`src/rtl/i2c_stretch_ctl.sv`:
```
module i2c_stretch_ctl (
  input  logic clk,
  input  logic rst_n,
  input  logic addressed,
  input  logic stop_seen,
  input  logic scl_fall,
  input  logic ninth_bit,
  input  logic is_tx,
  input  logic txbuf_full,
  input  logic rx_done,
  input  logic stretch_en,
  input  logic sw_wr,
  input  logic sw_val,
  output logic scl_hold,
  output logic rel_bit
);

  logic rel_q, rel_d, hold_q;

  wire tx_trig  = addressed & is_tx & scl_fall & ninth_bit & ~txbuf_full;
  wire rx_trig  = addressed & ~is_tx & rx_done & stretch_en;
  wire sw_set   = sw_wr & sw_val;
  wire sw_clr   = sw_wr & ~sw_val & stretch_en;
  wire drop_bus = ~addressed | stop_seen;

  always_comb begin
    rel_d = rel_q;
    if (drop_bus)                rel_d = 1'b1;
    else if (tx_trig || rx_trig) rel_d = 1'b0;
    else if (sw_set)             rel_d = 1'b1;
    else if (sw_clr)             rel_d = 1'b0;
  end

  always_ff @(posedge clk) begin
    if (!rst_n) begin
      rel_q  <= 1'b1;
      hold_q <= 1'b0;
    end else begin
      rel_q  <= rel_d;
      hold_q <= addressed & ~rel_d;
    end
  end

  assign rel_bit  = rel_q;
  assign scl_hold = hold_q;

endmodule

```
`config.mk`:
```
export PLATFORM = sky130hd
export DESIGN_NAME = i2c_stretch_ctl
export DESIGN_NICKNAME = d
export VERILOG_FILES = /design/src/rtl/i2c_stretch_ctl.sv
export SDC_FILE = /design/constraint.sdc
export NUM_CORES = 1
export LEC_CHECK = 0
export BUFFER_PORTS_ARGS = -buffer_cell sky130_fd_sc_hd__buf_2
export CAP_MARGIN = 20
export CORE_AREA = 2 2 39 41
export CTS_CLUSTER_DIAMETER = 150
export CTS_CLUSTER_SIZE = 25
export DETAILED_ROUTE_END_ITERATION = 6
export DIE_AREA = 0 0 41 43
export GPL_ROUTABILITY_DRIVEN = 0
export PLACE_DENSITY_LB_ADDON = 0.08
export SLEW_MARGIN = 20
export SYNTH_ARGS = -nofsm -noshare
export SYNTH_HDL_FRONTEND = slang
export SYNTH_SLANG_ARGS = --single-unit
```
`constraint.sdc`:
```
create_clock -name clk -period 0.8 [get_ports clk]
set_clock_uncertainty 0.15 [all_clocks]
set_input_delay 0.08 -clock clk [delete_from_list [all_inputs] [get_ports clk]]
set_output_delay 0.08 -clock clk [all_outputs]
set_load 0.05 [all_outputs]
```
* Word level (Yosys, flattened, before mapping) *
Cells that the tools add are included.

operators by class
  multiplexer cells = 4
  bitwise logic cells = 17
  reductions and logical operators = 1

operator list
  kind              number
  AND 1 bit         11
  inverter 1 bit    5
  2-to-1 mux 1 bit  4
  logical OR 1 bit  1
  OR 1 bit          1

storage, ports and cells
  flip-flop bits (word level) = 2
  output and inout bits = 2

* Longest topological paths before layout *
  word-level depth = 9
  gate-level depth with buffers = 3

* Least setup slack after synthesis *
No wires, ideal clock.

  path type = reg2reg
  start point = reg rel_q, in the netlist rel_bit
  end point = reg hold_q, in the netlist scl_hold
  setup time = 115 ps
  arrival = 894 ps
  slack = -358 ps
  stages on the path, launching flop included = 3
  cell sequence = dfxtp_1 a22oi_2 o21a_1

between the ends
  longest elaborated chain between the ends = 6

ends and longest elaborated chain
  element                   RTL line  text
  start: declaration        18        logic rel_q, rel_d, hold_q;
  start signal: assignment  39        rel_q <= rel_d;
  2-to-1 mux 1 bit          31        else if (sw_clr) rel_d = 1'b0;
  2-to-1 mux 1 bit          30        else if (sw_set) rel_d = 1'b1;
  2-to-1 mux 1 bit          29        else if (tx_trig || rx_trig) rel_d = 1'b0;
  2-to-1 mux 1 bit          28        if (drop_bus) rel_d = 1'b1;
  inverter 1 bit            40        hold_q <= addressed & ~rel_d;
  AND 1 bit                 40
  end signal: assignment    40
  end: declaration          18

No other way between the ends.
A chain may end at the register's enable or synchronous reset.

* Worst setup path after layout *
  start point = reg rel_q, in the netlist rel_bit
  end point = out rel_bit

RTL lines
  element           RTL line  text
  end: declaration  15        output logic rel_bit

No word-level cell between the ends.

==> metrics.txt <==
clk_lat worst skew=230 ps; CP Launch Point=rel_bit; Ant. Diodes=0; die footprint=1760 um^2; pwr dens=1840 nW/um^2; placed insts=40; vias in the first global route=137; hold slack final=-90.3 ps; RR Startpoint=rel_bit; Post-Synthesis Cells=11; setup TNS=-377 ps; DRC=0; Routed WL=336 um; postcts setup bufs=0; share of layout cells above drive strength 1=roughly two thirds; Place WS=-43.3 ps; P&R area growth vs syn=141%; crit-path leading delay family=flip-flops; CTS buffer count=3; Syn. warnings=0; Worst R2R Path Depth=2; vias per cell=3.23; critical path depth in cells=1; RSZ-0062 raised after global routing=true; Main synth FF type=dfxtp_1; fillers=164; Seq cells post-synth=2; Sw Ratio=23.5%; Comb pwr share=14.4%; Core ar.=~1400 um^2; Final Hold Vio Count=2; Initial Util=6.78%; Syn Area/Cell=roughly 8.5 um^2; GRT overflow=0; PortBufs=13; CP required=roughly 570 ps; Die Width=41 um; Slew Limit Fails=0; max cap viols=0; vias=142; H-Tree Depth=1; row count=14; final worst path period share=119%; final worst slack=-151 ps; power share of the clock group=between 60% and 70%; CP max FO=2; gr usage total=4.90%; Post-synth EDFFs=0; clock-pin slew on the worst setup and hold paths=40 ps; area post-placement=183 um^2; Finished Layout Cells=44; Pint=~0.32 mW; peak supply drop=about 740 uV; outcome=finished with violations; critical path capture point type=primary output; switching power=0.0978 mW; post-layout minimum cycle time=951 ps; initial antenna violation count=0; DRT iter0 DRCs=0; top post-synthesis cells by area=dfxtp_1, a22oi_2, nand2_1; Routed Antenna Nets=0; cell breakdown of the critical path=buf_8; crit path launch type=flip-flop; reg-to-reg slack, setup=-70 ps; first-pass GRT wire length=538 um; Slew HR=approximately 87%; Largest stage delay, worst path=350 ps; TritonRoute pass-1 iters=1; Final setup viols=4; Worst Setup Path Type=reg2out; post-layout util=about 16%; CP max stage cell=dfxtp_4; DIE HEIGHT=43 um; Post-synth ARST share=0%; Post-Syn Area=93.8 um^2; crit path DAT=slightly above 700 ps; clock sink total=2; Finished Cell Area=226 um^2; top-area cell type share of the netlist area=42.7%; CTS tree=done; root cell of the clock tree=clkbuf_4; most frequent cell after synthesis=nand2_1; largest area contributor in the netlist=dfxtp_1; Worst Path Buf+Inv=1; WL per Instance=7.64 um; sequential-to-total area share from yosys stat=~43%; Fmax=1050 MHz; RR Endpoint=scl_hold; Hold WC Path Type=in2reg; Top Ports=14; largest net degree at the start of global routing=3; Design Power=0.417 mW; Synth top cells by count=nand2_1, dfxtp_1; failing checks=negative hold slack, negative setup slack; syn nets=23; Flop pwr share=24.7%; Final #Nets=41; Leak=0.107 nW; Synth cell types=8; Least-Margin Pin Slew=193 ps; clock tree buffer depth=2; Critical Path End=rel_bit
==> power groups by stage <==
| stage | clock network, mW | registers, mW | logic [mW] |
|---|---|---|---|
| after global placement | 0 | 0.103 | 0.0550 |
| after global routing | 0.281 | 0.103 | 0.0668 |
| after CTS | 0.267 | 0.103 | 0.0614 |
| after detailed placement | 0 | 0.103 | 0.0564 |
| final | 0.254 | 0.103 | 0.0601 |
| after floorplan | 0 | 0.113 | 0.0133 |
==> cells by family (layout without fill, tap and decap cells) <==
family | after synthesis | count (layout) | share of synthesized area (%)
AND/OR/NAND/NOR | 5 | 5 | 25.3
AO/OA/AOI/OAI | 4 | 4 | 32.0
flip-flops | 2 | 2 | 42.7
buffers and inverters | 0 | 17 | 0
==> layout make-up <==
type,count,area (um^2),area share [%]
repair buffers,13,81.3,35.9
multi-input cells,9,53.8,23.8
flip-flops and latches,2,45.0,19.9
clock buffers,4,26.3,11.6
well taps,16,20.0,8.84
==> sequential cells by signal, indices dropped and copies added, names as in the netlist <==
| register | count |
|---|---|
| rel_bit | 1 |
| scl_hold | 1 |
==> cells in the final DEF (no fill, tap or decap) <==
master,synthesis,final
a22oi_2,1,1
buf_2,0,11
buf_6,0,1
buf_8,0,1
clkbuf_1,0,1
clkbuf_4,0,3
dfxtp_2,0,1
dfxtp_4,0,1
nand2_1,3,3
nand4b_1,1,1
nor2_1,1,1
o21a_1,1,1
o21ai_1,1,2
==> per-layer routing <==
layer	routed length, um	global-route usage, %	up-vias
li1	-	-	76
met1	143	4.78	59
met2	142	6.88	7
met3	49	6.28	0
met4	0	0	0
met5	0	0	-
==> how the worst min path moves through the flow <==
stage,from,endpoint,slack [ps],cells after the start
2_1_floorplan,stop_seen,rel_bit,40,2
3_3_place_gp,stop_seen,rel_bit,140,3
3_5_place_dp,stop_seen,rel_bit,150,3
4_1_cts,stop_seen,rel_bit,-100,3
5_1_grt,stop_seen,rel_bit,-70,3
6_report,stop_seen,rel_bit,-90,3
==> worst min-delay path, stage by stage <==
cell and delay [ps]:
buf_2 70, nor2_1 40, o21ai_1 60
==> repair_timing <==
action,4_1_cts,5_1_grt
gates resized for setup,7,0
pin swaps,0,1
endpoints found under the hold margin,2,2
setup endpoints to repair,4,4
Power figures use the tool's default switching activity.
